File: config.mk
export PLATFORM = sky130hd
export DESIGN_NAME = evt_miss_tracker
export DESIGN_NICKNAME = d
export VERILOG_FILES = /design/src/rtl/evt_miss_pkg.sv /design/src/rtl/evt_miss_chan.sv /design/src/rtl/evt_miss_errvec.sv /design/src/rtl/evt_miss_regif.sv /design/src/rtl/evt_miss_tracker.sv
export SDC_FILE = /design/constraint.sdc
export NUM_CORES = 1
export LEC_CHECK = 0
export ABC_AREA = 0
export BUFFER_PORTS_ARGS = -buffer_cell sky130_fd_sc_hd__clkbuf_2
export CAP_MARGIN = 10
export CORE_MARGIN = 2
export CORE_UTILIZATION = 55
export CTS_CLUSTER_DIAMETER = 200
export CTS_CLUSTER_SIZE = 16
export DETAILED_ROUTE_END_ITERATION = 8
export HOLD_SLACK_MARGIN = 0.08
export PLACE_DENSITY_LB_ADDON = 0.1
export SYNTH_ARGS = -nofsm -noshare
export SYNTH_HDL_FRONTEND = slang
export SYNTH_SLANG_ARGS = --single-unit
File: constraint.sdc
create_clock -name clk -period 4.2 [get_ports clk]
set_clock_uncertainty 0.2 [all_clocks]
set_input_delay 0.84 -clock clk [delete_from_list [all_inputs] [get_ports clk]]
set_output_delay 0.84 -clock clk [all_outputs]
set_load 0.1 [all_outputs]
File: src/rtl/evt_miss_pkg.sv
package evt_miss_pkg;
    localparam int NUM_SRC = 3;
    typedef enum logic [1:0] {
        SRC_HW    = 2'd0,
        SRC_SW    = 2'd1,
        SRC_CHAIN = 2'd2
    } trig_src_e;
endpackage

File: src/rtl/evt_miss_chan.sv
module evt_miss_chan
    import evt_miss_pkg::*;
(
    input  logic               clk,
    input  logic               rst_n,
    input  logic [NUM_SRC-1:0] trig_i,
    input  logic [NUM_SRC-1:0] done_i,
    output logic               lost_o
);
    typedef struct packed {
        logic [NUM_SRC-1:0] pend;
    } chan_st_t;

    chan_st_t st_d, st_q;

    always_comb begin
        st_d      = st_q;
        // a trigger always (re)arms its latch; a service report drops it
        st_d.pend = trig_i | (st_q.pend & ~done_i);
        lost_o    = |(trig_i & st_q.pend & ~done_i);
    end

    always_ff @(posedge clk) begin
        if (!rst_n) st_q <= '0;
        else        st_q <= st_d;
    end
endmodule

File: src/rtl/evt_miss_errvec.sv
module evt_miss_errvec #(
    parameter int NUM_CH = 64
) (
    input  logic              clk,
    input  logic              rst_n,
    input  logic [NUM_CH-1:0] set_i,
    input  logic [NUM_CH-1:0] clr_i,
    input  logic              eval_i,
    input  logic              other_err_i,
    output logic [NUM_CH-1:0] lost_o,
    output logic              irq_o
);
    typedef struct packed {
        logic [NUM_CH-1:0] lost;
        logic              irq;
    } err_st_t;

    err_st_t st_d, st_q;
    logic    quiet;

    always_comb begin
        st_d      = st_q;
        quiet     = (st_q.lost == '0) && !other_err_i;
        st_d.lost = (st_q.lost & ~clr_i) | set_i;
        st_d.irq  = ((|set_i) && quiet) || (eval_i && !quiet);
    end

    always_ff @(posedge clk) begin
        if (!rst_n) st_q <= '0;
        else        st_q <= st_d;
    end

    assign lost_o = st_q.lost;
    assign irq_o  = st_q.irq;
endmodule

File: src/rtl/evt_miss_regif.sv
module evt_miss_regif #(
    parameter int NUM_CH = 64,
    parameter int WORD_W = 32,
    parameter int ADDR_W = 3
) (
    input  logic              wr_i,
    input  logic [ADDR_W-1:0] addr_i,
    input  logic [WORD_W-1:0] wdata_i,
    input  logic [NUM_CH-1:0] lost_i,
    output logic [NUM_CH-1:0] clr_o,
    output logic              eval_o,
    output logic [WORD_W-1:0] rdata_o
);
    localparam int NUM_WORDS = NUM_CH / WORD_W;
    localparam int EVAL_ADDR = 2 * NUM_WORDS;

    for (genvar w = 0; w < NUM_WORDS; w++) begin : g_word
        assign clr_o[w*WORD_W +: WORD_W] =
            (wr_i && addr_i == ADDR_W'(NUM_WORDS + w)) ? wdata_i : '0;
    end

    assign eval_o = wr_i && (addr_i == ADDR_W'(EVAL_ADDR));

    always_comb begin
        rdata_o = '0;
        for (int w = 0; w < NUM_WORDS; w++) begin
            if (addr_i == ADDR_W'(w)) rdata_o = lost_i[w*WORD_W +: WORD_W];
        end
    end
endmodule

File: src/rtl/evt_miss_tracker.sv
module evt_miss_tracker
    import evt_miss_pkg::*;
#(
    parameter int NUM_CH = 64,
    parameter int WORD_W = 32,
    localparam int CH_W      = $clog2(NUM_CH),
    localparam int NUM_WORDS = NUM_CH / WORD_W,
    localparam int ADDR_W    = $clog2(2 * NUM_WORDS + 1)
) (
    input  logic              clk,
    input  logic              rst_n,
    input  logic [NUM_CH-1:0] hw_evt_i,
    input  logic [NUM_CH-1:0] sw_evt_i,
    input  logic [NUM_CH-1:0] chain_evt_i,
    input  logic              svc_valid_i,
    input  logic [CH_W-1:0]   svc_ch_i,
    input  logic [1:0]        svc_src_i,
    input  logic              svc_null_i,
    input  logic              other_err_i,
    input  logic              reg_wr_i,
    input  logic [ADDR_W-1:0] reg_addr_i,
    input  logic [WORD_W-1:0] reg_wdata_i,
    output logic [WORD_W-1:0] reg_rdata_o,
    output logic              err_irq_o
);
    logic [NUM_CH-1:0] lost_vec;
    logic [NUM_CH-1:0] set_vec;
    logic [NUM_CH-1:0] clr_vec;
    logic [NUM_CH-1:0] err_vec;
    logic              eval_wr;

    for (genvar c = 0; c < NUM_CH; c++) begin : g_ch
        logic [NUM_SRC-1:0] trig;
        logic [NUM_SRC-1:0] done;
        logic               hit;

        assign hit  = svc_valid_i && (svc_ch_i == CH_W'(c));
        assign trig = {chain_evt_i[c], sw_evt_i[c], hw_evt_i[c]};
        for (genvar s = 0; s < NUM_SRC; s++) begin : g_src
            assign done[s] = hit && (svc_src_i == 2'(s));
        end

        evt_miss_chan u_chan (
            .clk    (clk),
            .rst_n  (rst_n),
            .trig_i (trig),
            .done_i (done),
            .lost_o (lost_vec[c])
        );

        assign set_vec[c] = lost_vec[c] | (hit && svc_null_i);
    end

    evt_miss_regif #(
        .NUM_CH (NUM_CH),
        .WORD_W (WORD_W),
        .ADDR_W (ADDR_W)
    ) u_regif (
        .wr_i    (reg_wr_i),
        .addr_i  (reg_addr_i),
        .wdata_i (reg_wdata_i),
        .lost_i  (err_vec),
        .clr_o   (clr_vec),
        .eval_o  (eval_wr),
        .rdata_o (reg_rdata_o)
    );

    evt_miss_errvec #(
        .NUM_CH (NUM_CH)
    ) u_errvec (
        .clk         (clk),
        .rst_n       (rst_n),
        .set_i       (set_vec),
        .clr_i       (clr_vec),
        .eval_i      (eval_wr),
        .other_err_i (other_err_i),
        .lost_o      (err_vec),
        .irq_o       (err_irq_o)
    );
endmodule

==> results of run 1 <==
sequential cells by signal (all words and copies together), names as in the netlist:
signal / count
g_ch.u_chan.st_q: 192
u_errvec.irq_o: 1
u_errvec.lost_o: 64
path summary, 6_finish.rpt:
kind | endpoint | slack, ps | cells past startpoint
worst max-delay path | u_errvec.irq_o$_SDFF_PN0_ | 680 | 8
worst min-delay path | u_errvec.lost_o[39]$_SDFF_PN0_ | 290 | 2
worst max register to register | u_errvec.irq_o$_SDFF_PN0_ | 1300 | 7
worst min register to register | u_errvec.lost_o[39]$_SDFF_PN0_ | 290 | 2
cell type report:
type	instances	area [sq um]	share of cell area, %
multi-input cells	1300	7528	47.07
flip-flops and latches	257	5145	32.17
repair buffers	401	2371	14.82
clock buffers	22	529.3	3.309
well taps	319	399.1	2.496
clock inverters	1	16.27	0.1017
diodes	2	5.005	0.03129
cell usage in the layout (no fill, tap or decap), types with 4 or more instances in the layout:
cell,Yosys,layout
sky130_fd_sc_hd__nand2_1,371,371
sky130_fd_sc_hd__clkbuf_2,0,272
sky130_fd_sc_hd__dfxtp_1,257,257
sky130_fd_sc_hd__a21oi_1,189,189
sky130_fd_sc_hd__nor2b_1,182,182
sky130_fd_sc_hd__buf_4,0,125
sky130_fd_sc_hd__a21boi_0,71,71
sky130_fd_sc_hd__a31oi_1,67,67
sky130_fd_sc_hd__nor2_1,62,62
sky130_fd_sc_hd__o21a_1,53,53
sky130_fd_sc_hd__o311ai_0,51,51
sky130_fd_sc_hd__nor4_1,50,50
sky130_fd_sc_hd__a22o_1,33,33
sky130_fd_sc_hd__clkbuf_16,0,21
sky130_fd_sc_hd__nand4_1,19,19
sky130_fd_sc_hd__nor3_1,18,17
sky130_fd_sc_hd__nand3_1,11,11
sky130_fd_sc_hd__nand4b_1,8,8
sky130_fd_sc_hd__o22ai_1,8,8
sky130_fd_sc_hd__and4_1,8,8
sky130_fd_sc_hd__nand4bb_1,7,7
sky130_fd_sc_hd__a211o_1,7,7
sky130_fd_sc_hd__and4b_1,6,6
sky130_fd_sc_hd__or4_1,5,5
sky130_fd_sc_hd__or2_2,5,5
sky130_fd_sc_hd__nand3b_1,4,4
sky130_fd_sc_hd__or4b_1,4,4
sky130_fd_sc_hd__nor4b_2,1,4
sky130_fd_sc_hd__o311a_1,4,4
sky130_fd_sc_hd__a211oi_1,4,4
sky130_fd_sc_hd__o211ai_1,4,4
cell families (layout without fill, tap and decap cells):
| kind of cell | Yosys count | count (layout) | synth area share [%] |
|---|---|---|---|
| other | 0 | 2 | 0 |
| buffers and inverters | 143 | 424 | 4.132 |
| AO/OA/AOI/OAI | 510 | 510 | 26.00 |
| flip-flops | 257 | 257 | 39.24 |
| AND/OR/NAND/NOR | 790 | 790 | 30.62 |
tightest hold or removal path, stage by stage, from the launching register on:
cell,delay (ps)
sky130_fd_sc_hd__dfxtp_1,320
sky130_fd_sc_hd__nand2_1,50
sky130_fd_sc_hd__a21boi_0,70
routing by layer:
layer	vias to the layer above	GRT usage (%)	part of all wire, %
met1	6754	54.07	40
met3	144	10.59	12
met2	920	62.53	43
li1	6645	-	-
met4	2	18.70	5.2
met5	-	0	0.025
power by group:
group	switching (mW)	internal, mW
sequential	0.119	2.63
combinational	0.690	0.425
clock	0.907	0.898
through the flow:
stage	cells	setup slack [ps]	hold slack (ps)
2_1_floorplan	1700	560.4	255.9
6_report	2302	682.1	290.8
4_1_cts	2300	728.6	290.2
5_1_grt	2300	545.5	307.7
3_5_place_dp	2277	177.9	281.0
3_3_place_gp	2277	221.8	269.7
==> results.md, run 1 <==
- Startpoint of the most critical setup path: svc_ch_i[1]
- Final slew viol count: 0
- Cell occurring most often along the worst timing path: sky130_fd_sc_hd__or4_1
- Average cell area after synthesis: 7.713 sq um
- Final Hold Viols: 0
- Later-pin clock latency in the skew report: 520 ps
- Data required time at the worst endpoint: 4390 ps
- Number of different library cells in the post-synthesis netlist: 53
- Post-route ant nets: 0
- Worst max-slew margin expressed relative to the limit: 46.97%
- Floorplan die area: 25090 sq um
- Most frequent cell after synthesis: sky130_fd_sc_hd__nand2_1
- Number of synthesized flops with an enable pin: 0
- Transition at the pin with the smallest max-transition slack: 784.1 ps
- Clock sinks: 257
- Placed cell areas: 15440 sq um
- List of cells traversed by the critical path: clkbuf_2, or4b_1, o311ai_0, nand4_1, or4_1, or4_1, nor4_1, a31oi_1
- Hold buffer count at CTS: 0
- Max clock buf depth: 3
- Number of global-route vias before repair: 12990
- Effective utilization at floorplan: 55.86%
- Number of ports placed on the die boundary: 274
- Fraction of the cycle the final worst path needs: 83.76%
- GRT Resource Usage Total: 40.83%
- Worst endpoint data arrival time: 3710 ps
- Worst Path Max Fanout: 11
- Number of buffer and inverter stages on the critical path: 1
- GRT overflow: 0
- Die X: 158.4 um
- Top cells by area in the synthesized netlist: sky130_fd_sc_hd__dfxtp_1 (39%), sky130_fd_sc_hd__nand2_1 (11%), sky130_fd_sc_hd__nor2b_1 (8.7%)
- Launching element type of the critical path: input pin
- Overall power after layout: 5.669 mW
- Post-cts sizing count: 0
- Largest net degree at the start of global routing: 114
- Layout overhead on the synthesized area: 21.99%
- Filler Cell Count: 2061
- Total nets after synthesis: 1941
- Final std cell area, no fill: 15990 sq um
- Count of routing violations after the opening detailed-route iteration: 1708
- Part of the Yosys area used for sequential elements: 39.24%
- CTS tree: built
- HP Class: register to register
- Setup violations, final: 0
- Type of the setup path with the least slack: input pin to register
- Detailed Route WL: 52440 um
- Post-synthesis cell area: 13110 sq um
- Result of the run: complete, no violations
- Largest stage delay on the critical path: 630 ps
- Final layout net count: 2221
- Vertical die dimension: 158.4 um
- Number of input and output port buffers inserted: 273
- Pwr Density: 354.5 nW/um^2
- Portion of synthesized cell area occupied by the leading cell type: 39.24%
- Asr flop ratio synth: 0%
- Startpoint of the lowest-slack register-to-register path: u_errvec.lost_o[12]$_SDFF_PN0_
- Post-synth top flop: sky130_fd_sc_hd__dfxtp_1
- Count of H-tree levels built during CTS: 1
- Share of final-layout standard cells stronger than drive strength 1: 22.41%
- Avg WL per Cell: 22.78 um
- First-pass iteration count of the detailed router: 6
- Utilization of the core after routing: 68.14%
- Leakage dissipation: 6.395 nW
- Largest delay share family, worst path: simple AND/OR/NAND/NOR gates
- Final Wtd Congestion: 1.035
- Worst hold path startpoint: u_errvec.lost_o[39]$_SDFF_PN0_
- Std-Cell Rows: 56
- Fmax: 0.2843 GHz
- Most area-hungry cell type in the Yosys netlist: sky130_fd_sc_hd__dfxtp_1
- Critical Path Slowest Stage Cell: sky130_fd_sc_hd__or4b_1
- Antenna violations before repair: 2
- Most used standard cells in the synthesized netlist: sky130_fd_sc_hd__nand2_1 (371), sky130_fd_sc_hd__dfxtp_1 (257), sky130_fd_sc_hd__a21oi_1 (189)
- Type of element capturing the critical path: register
- Routed vias/inst: 6.284
- Synthesized flop and latch total: 257
- Clock transition at the registers of the reported paths: 70 ps
- Clock buffers created by TritonCTS: 20
- Unrepaired setup endpoints after global routing: false
- First-pass GRT wire length: 76530 um
- Worst-case vdd ir drop: 0.2686 mV
- # DRC: 0
- Number of vias in the routed layout: 14470
- Half-perimeter wire length after placement: 40130 um
- Setup_tns: 0 ps
- Mapped Cells: 1700
- Ys Warns: 0
- Root buffer cell: sky130_fd_sc_hd__clkbuf_16
- Shortest clock period the worst path allows after layout: 3518 ps
- CORE AREA: 23470 sq um
- Max cap viols: 0
- Post CTS Setup Buffer Count: 0
Note: power is estimated with default switching activity, not from simulation.
==> run 2, diff against run 1 <==
Clock period 4.2 ns to 3.6 ns, I/O delays scaled along.
==> run 2 against run 1 <==
Setup slack worse by 460 ps. Non-clock buffer count is 58 higher. Largest cell class unchanged. Combinational power is 29% higher. First-iteration DRC count is 13% higher. Register-to-register slack worse by 730 ps. Wire length is 1.0% higher. Worst hold slack worse by 75 ps. Highest routed layer unchanged. Power is 19% higher.
==> results.md, run 2 (synthesis results as in run 1) <==
- Avg WL per Cell: 22.45 um (-1.4%)
- GRT overflow: 0 (unchanged)
- Hold buffer count at CTS: 0 (unchanged)
- Final Wtd Congestion: 1.020 (-1.5%)
- Layout overhead on the synthesized area: 29.26%
- Detailed Route WL: 52990 um (+1.0%)
- Sink of the worst hold path: g_ch[38].u_chan.st_q[0]$_SDFF_PN0_
- Data required time at the worst endpoint: 3780 ps (-610 ps)
- Later-pin clock latency in the skew report: 530 ps (about the same)
- Floorplan die area: 25090 sq um (unchanged)
- Power spent charging and discharging nets: 2.021 mW (+18%)
- Pwr Density: 397.3 nW/um^2 (+12%)
- Fraction of the cycle the final worst path needs: 93.91%
- Type of element capturing the critical path: register
- # DRC: 0 (unchanged)
- Part of the power in the clock network: 31.2% (-0.6 points)
- Utilization of the core after routing: 72.20% (+4.1 points)
- Clock sinks: 257 (unchanged)
- First-pass iteration count of the detailed router: 8 (+2)
- Count of routing violations after the opening detailed-route iteration: 1922 (+13%)
- Clock transition at the registers of the reported paths: 70 ps (about the same)
- Worst endpoint data arrival time: 3570 ps (-140 ps)
- Post CTS Setup Buffer Count: 0 (unchanged)
- CORE AREA: 23470 sq um (unchanged)
- Routed vias/inst: 6.223 (-0.96%)
- Std-Cell Rows: 56 (unchanged)
- Share of final-layout standard cells stronger than drive strength 1: 24.62% (+2.2 points)
- Worst-case vdd ir drop: 0.3543 mV (+32%)
- Unrepaired setup endpoints after global routing: false
- Half-perimeter wire length after placement: 40370 um (+0.60%)
- Hold-critical path depth: 2 (unchanged)
- HP Class: input pin to register
- Worst max-slew margin expressed relative to the limit: 44.77% (-2.2 points)
- Startpoint of the lowest-slack register-to-register path: u_errvec.lost_o[29]$_SDFF_PN0_
- Overall power after layout: 6.734 mW (+19%)
- Number of flip-flops under the largest register name: 192 (unchanged)
- Leakage dissipation: 6.800 nW (+6.3%)
- Effective utilization at floorplan: 55.86% (unchanged)
- Antenna violations before repair: 4 (+2)
- Final layout net count: 2279 (+2.6%)
- Worst reg-to-reg setup slack: 570 ps (-730 ps)
- Part of the power in combinational logic: 21.2% (+1.5 points)
- GRT Resource Usage Total: 41.06% (+0.23 points)
- Setup_tns: 0 ps (unchanged)
- Worst Path Max Fanout: 5 (-6)
- Cells on worst reg2reg path: 7 (unchanged)
- Vertical die dimension: 158.4 um (unchanged)
- Proportion of total power due to net switching: 30.01% (-0.25 points)
- Final slew viol count: 0 (unchanged)
- Count of H-tree levels built during CTS: 1 (unchanged)
- Post-route ant nets: 0 (unchanged)
- Die X: 158.4 um (unchanged)
- Leading cell type in the layout, fill and taps excluded: sky130_fd_sc_hd__nand2_1
- Commonest non-fill, non-tap cells in the layout: sky130_fd_sc_hd__nand2_1 (371), sky130_fd_sc_hd__dfxtp_1 (257), sky130_fd_sc_hd__clkbuf_2 (240)
- Largest net degree at the start of global routing: 126 (+11%)
- Result of the run: complete, no violations
- Type of the setup path with the least slack: input pin to register
- Top reg by flops: g_ch.u_chan.st_q
- First-pass GRT wire length: 77280 um (+0.98%)
- Transition at the pin with the smallest max-transition slack: 828.4 ps (+44.32 ps)
- Worst hold margin: 216.0 ps (-74.88 ps)
- Worst hold path startpoint: hw_evt_i[38]
- CTS tree: built
- Number of global-route vias before repair: 13420 (+3.3%)
- Placement Setup Slack: -227.8 ps (-405.6 ps)
- Max clock buf depth: 3 (unchanged)
- Number of input and output port buffers inserted: 273 (unchanged)
- Root buffer cell: sky130_fd_sc_hd__clkbuf_16
- Setup violations, final: 0 (unchanged)
- Number of vias in the routed layout: 14690 (+1.5%)
- Post-cts sizing count: 0 (unchanged)
- Max cap viols: 0 (unchanged)
- Critical R2R Capture: u_errvec.irq_o$_SDFF_PN0_
- Number of ports placed on the die boundary: 274 (unchanged)
- Fmax: 0.2958 GHz
- Clock buffers created by TritonCTS: 20 (unchanged)
- Share of total power in sequential cells: 47.6% (-0.9 points)
- Int Pwr: 4.713 mW (+19%)
- Shortest clock period the worst path allows after layout: 3381 ps
- Smallest setup slack after layout: 219.2 ps (-462.9 ps)
- Launching element type of the critical path: input pin
- Final Hold Viols: 0 (unchanged)
-- run 2: how the worst max path moves through the flow --
stage	from	endpoint	slack [ps]	cells after the start
after floorplan	svc_ch_i[2]	u_errvec.irq_o$_SDFF_PN0_	80	8
after global placement	svc_ch_i[2]	u_errvec.irq_o$_SDFF_PN0_	-200	8
after detailed placement	svc_ch_i[3]	u_errvec.irq_o$_SDFF_PN0_	-230	8
after CTS	svc_ch_i[3]	u_errvec.irq_o$_SDFF_PN0_	290	8
after global routing	svc_ch_i[3]	u_errvec.irq_o$_SDFF_PN0_	60	8
final	svc_ch_i[3]	u_errvec.irq_o$_SDFF_PN0_	220	8
-- run 2: power by group through the flow --
stage / Sequential [mW] / Clock (mW) / Combinational [mW]
after global routing: 3.23 / 2.19 / 1.50
final: 3.21 / 2.10 / 1.43
after detailed placement: 3.27 / 0 / 1.38
after global placement: 3.26 / 0 / 1.36
after floorplan: 3.23 / 0 / 0.708
after CTS: 3.20 / 2.10 / 1.39
-- run 2: metrics by stage --
step                      area, sq um  instances
final                           16950       2360
after global routing            16940       2358
after CTS                       16940       2358
after detailed placement        16400       2335
after global placement          16400       2335
after floorplan                 13110       1700
-- run 2: final cells by class --
cell class | count | area (sq um)
multi-input combinational | 1300 | 7528
antenna | 2 | 5.005
clock buffer | 22 | 529.3
clock inverter | 1 | 16.27
sequential | 257 | 5145
tap | 319 | 399.1
fill | 1911 | 6525
timing repair buffer | 459 | 3324
-- run 2: layer usage --
metal  global-route usage [%]  vias up  routed length (um)
met2                    61.51      943               22300
met5                        0        -                  29
li1                         -     6749                   -
met1                    53.60     6802               20610
met4                    24.37        4                3544
met3                    10.10      189                6506
-- run 2: worst max-delay path: stages --
cell and delay [ps]:
sky130_fd_sc_hd__clkbuf_2 120, sky130_fd_sc_hd__or4b_1 600, sky130_fd_sc_hd__o311ai_0 410, sky130_fd_sc_hd__nand4_1 230, sky130_fd_sc_hd__or4_1 490, sky130_fd_sc_hd__or4_1 530, sky130_fd_sc_hd__nor4_1 340, sky130_fd_sc_hd__a31oi_1 120
==> run 3, diff against run 2 <==
Settings changed: CELL_PAD_IN_SITES_DETAIL_PLACEMENT set to 1, CELL_PAD_IN_SITES_GLOBAL_PLACEMENT set to 2, CORE_UTILIZATION 55 to 31.
==> run 3 against run 2 <==
Sequential share of layout area decreased by 1.1 points. Critical path depth unchanged. Combinational power increased by 6%. Sequential power about the same. Cell area increased by 3.9%. Worst hold slack got worse by 19 ps. Non-clock buffer count increased by 40. Count of clock-buffer cells in the layout unchanged. Final cell count increased by 11%. Setup slack got worse by 5.8 ps. Flip-flop and latch count unchanged. Global-route usage decreased by 12 points. Critical endpoint unchanged.
==> results.md, run 3 (synthesis results as in run 1) <==
- Number of buffer and inverter stages on the critical path: 1 (unchanged)
- Worst hold margin: 197.2 ps (-18.75 ps)
- Unrepaired setup endpoints after global routing: false
- Vertical die dimension: 209.7 um (+32%)
- # DRC: 0 (unchanged)
- Die X: 209.7 um (+32%)
- Clock buffers created by TritonCTS: 20 (unchanged)
- HP Class: input pin to register
- Share of final-layout standard cells stronger than drive strength 1: 26.07% (+1.5 points)
- Largest delay share family, worst path: simple AND/OR/NAND/NOR gates
- CORE AREA: 41850 sq um (+78%)
- Effective utilization at floorplan: 31.33% (-25 points)
- Later-pin clock latency in the skew report: 550 ps (+20 ps)
- Number of ports placed on the die boundary: 274 (unchanged)
- Final layout net count: 2319 (+1.8%)
- Setup violations, final: 0 (unchanged)
- CTS tree: built
- Number of flip-flops under the largest register name: 192 (unchanged)
- Half-perimeter wire length after placement: 52150 um (+29%)
- Root buffer cell: sky130_fd_sc_hd__clkbuf_16
- Fraction of the cycle the final worst path needs: 94.07% (+0.16 points)
- GRT overflow: 0 (unchanged)
- Total stage count of the critical path: 8 (unchanged)
- Leakage dissipation: 7.038 nW (+3.5%)
- Hold buffer count at CTS: 0 (unchanged)
- Number of instances in the placed design: 2595 (+11%)
- List of cells traversed by the critical path: clkbuf_2, or4b_1, o311ai_0, nand4_1, or4_1, or4_1, nor4_1, a31oi_1
- Result of the run: complete, no violations
- Type of the setup path with the least slack: input pin to register
- Max clock buf depth: 3 (unchanged)
- First-pass GRT wire length: 95550 um (+24%)
- Pwr Density: 392.6 nW/um^2 (-1.2%)
- Worst max-slew margin expressed relative to the limit: 54.62% (+9.9 points)
- Data required time at the worst endpoint: 3830 ps (+50 ps)
- Post-route ant nets: 0 (unchanged)
- Worst-case vdd ir drop: 0.3087 mV (-13%)
- Placement Setup Slack: -515.9 ps (-288.2 ps)
- Smallest setup slack after layout: 213.3 ps (-5.850 ps)
- Critical Path Slowest Stage Cell: sky130_fd_sc_hd__or4b_1
- Hold-critical path depth: 2 (unchanged)
- GRT Resource Usage Total: 29.27% (-12 points)
- Final slew viol count: 0 (unchanged)
- Avg WL per Cell: 25.04 um (+12%)
- Final std cell area, no fill: 17610 sq um (+3.9%)
- Clock sinks: 257 (unchanged)
- Number of input and output port buffers inserted: 273 (unchanged)
- Worst Path Max Fanout: 5 (unchanged)
- Setup_tns: 0 ps (unchanged)
- Type of element capturing the critical path: register
- Floorplan die area: 43960 sq um (+75%)
- Number of global-route vias before repair: 14690 (+9.5%)
- Cell occurring most often along the worst timing path: sky130_fd_sc_hd__or4_1
- Transition at the pin with the smallest max-transition slack: 680.2 ps (-148.3 ps)
- Leading cell type in the layout, fill and taps excluded: sky130_fd_sc_hd__nand2_1
- Top reg by flops: g_ch.u_chan.st_q
- Placed cell areas: 17040 sq um (+3.9%)
- Detailed Route WL: 65570 um (+24%)
- Cells on worst reg2reg path: 7 (unchanged)
- Final Wtd Congestion: 0.9153 (-10%)
- Largest net degree at the start of global routing: 85 (-33%)
- Antenna violations before repair: 1 (-3)
- Max cap viols: 0 (unchanged)
- Clock transition at the registers of the reported paths: 80 ps (about the same)
- Shortest clock period the worst path allows after layout: 3387 ps (+5.850 ps)
- Largest stage delay on the critical path: 610 ps (about the same)
- Non-filler instance count after layout: 2619 (+11%)
- Layout overhead on the synthesized area: 34.30%
- Std-Cell Rows: 75 (+34%)
- First-pass iteration count of the detailed router: 5 (-3)
- Filler Cell Count: 5104 (+170%)
- Count of routing violations after the opening detailed-route iteration: 1023 (-47%)
- Worst endpoint data arrival time: 3620 ps (+50 ps)
- Fmax: 0.2953 GHz (-0.17%)
- Post CTS Setup Buffer Count: 0 (unchanged)
- Number of vias in the routed layout: 14510 (-1.2%)
- Routed vias/inst: 5.539 (-11%)
- Launching element type of the critical path: input pin
- Count of H-tree levels built during CTS: 1 (unchanged)
- Commonest non-fill, non-tap cells in the layout: sky130_fd_sc_hd__nand2_1 (371), sky130_fd_sc_hd__dfxtp_1 (257), sky130_fd_sc_hd__clkbuf_2 (240)
- Final Hold Viols: 0 (unchanged)
[run 3: cell types whose count changed in the layout (fill, tap and decap cells not counted), sizes merged]
cell / previous run / this run
diode: 2 / 1
buf: 219 / 259
[run 3: final timing paths]
check | end | from | slack [ps]
setup / recovery | u_errvec.irq_o$_SDFF_PN0_ | svc_ch_i[1] | 210
hold / removal | g_ch[61].u_chan.st_q[0]$_SDFF_PN0_ | hw_evt_i[61] | 200
setup reg to reg | u_errvec.irq_o$_SDFF_PN0_ | u_errvec.lost_o[36]$_SDFF_PN0_ | 640
hold reg to reg | u_errvec.lost_o[14]$_SDFF_PN0_ | u_errvec.lost_o[14]$_SDFF_PN0_ | 290
[run 3: layout make-up]
class                           count  area [sq um]  area share [%]
Timing Repair Buffer              499          3687           20.94
Sequential cell                   257          5145           29.22
Clock buffer                       22         529.3           3.006
Tap cell                          539         674.4           3.830
Multi-Input combinational cell   1300          7553           42.90
Clock inverter                      1         16.27         0.09238
Antenna cell                        1         2.502         0.01421
[run 3: routing by layer]
layer / vias up / routed length [um] / track usage (%)
li1: 6817 / - / -
met4: 2 / 2363 / 9.342
met5: - / 9 / 0
met3: 100 / 3840 / 4.504
met2: 439 / 29530 / 47.55
met1: 7149 / 29830 / 39.86
[run 3: worst register-to-register path, stage by stage (launching register included)]
cell,delay [ps]
sky130_fd_sc_hd__dfxtp_1,350
sky130_fd_sc_hd__nor4_1,470
sky130_fd_sc_hd__nand4_1,180
sky130_fd_sc_hd__nor4_1,400
sky130_fd_sc_hd__nand4_1,240
sky130_fd_sc_hd__or4_1,570
sky130_fd_sc_hd__nor4_1,320
sky130_fd_sc_hd__a31oi_1,120
[run 3: stage by stage]
stage / total power [mW] / utilization (%)
2_1_floorplan: 3.934 / -
5_1_grt: 7.189 / 42.07
3_3_place_gp: 4.754 / 40.72
3_5_place_dp: 4.789 / 40.72
4_1_cts: 6.969 / 42.02
6_report: 6.914 / 42.07
[run 3: repair_timing]
item / in CTS / in global routing
endpoints found under the hold margin: 0 / 0
gates resized for setup: 0 / 4
endpoints found under the setup margin: 0 / 1
[run 3: power breakdown]
part           internal (mW)  switching [mW]
sequential              3.07           0.143
combinational          0.633           0.888
clock                   1.05            1.13
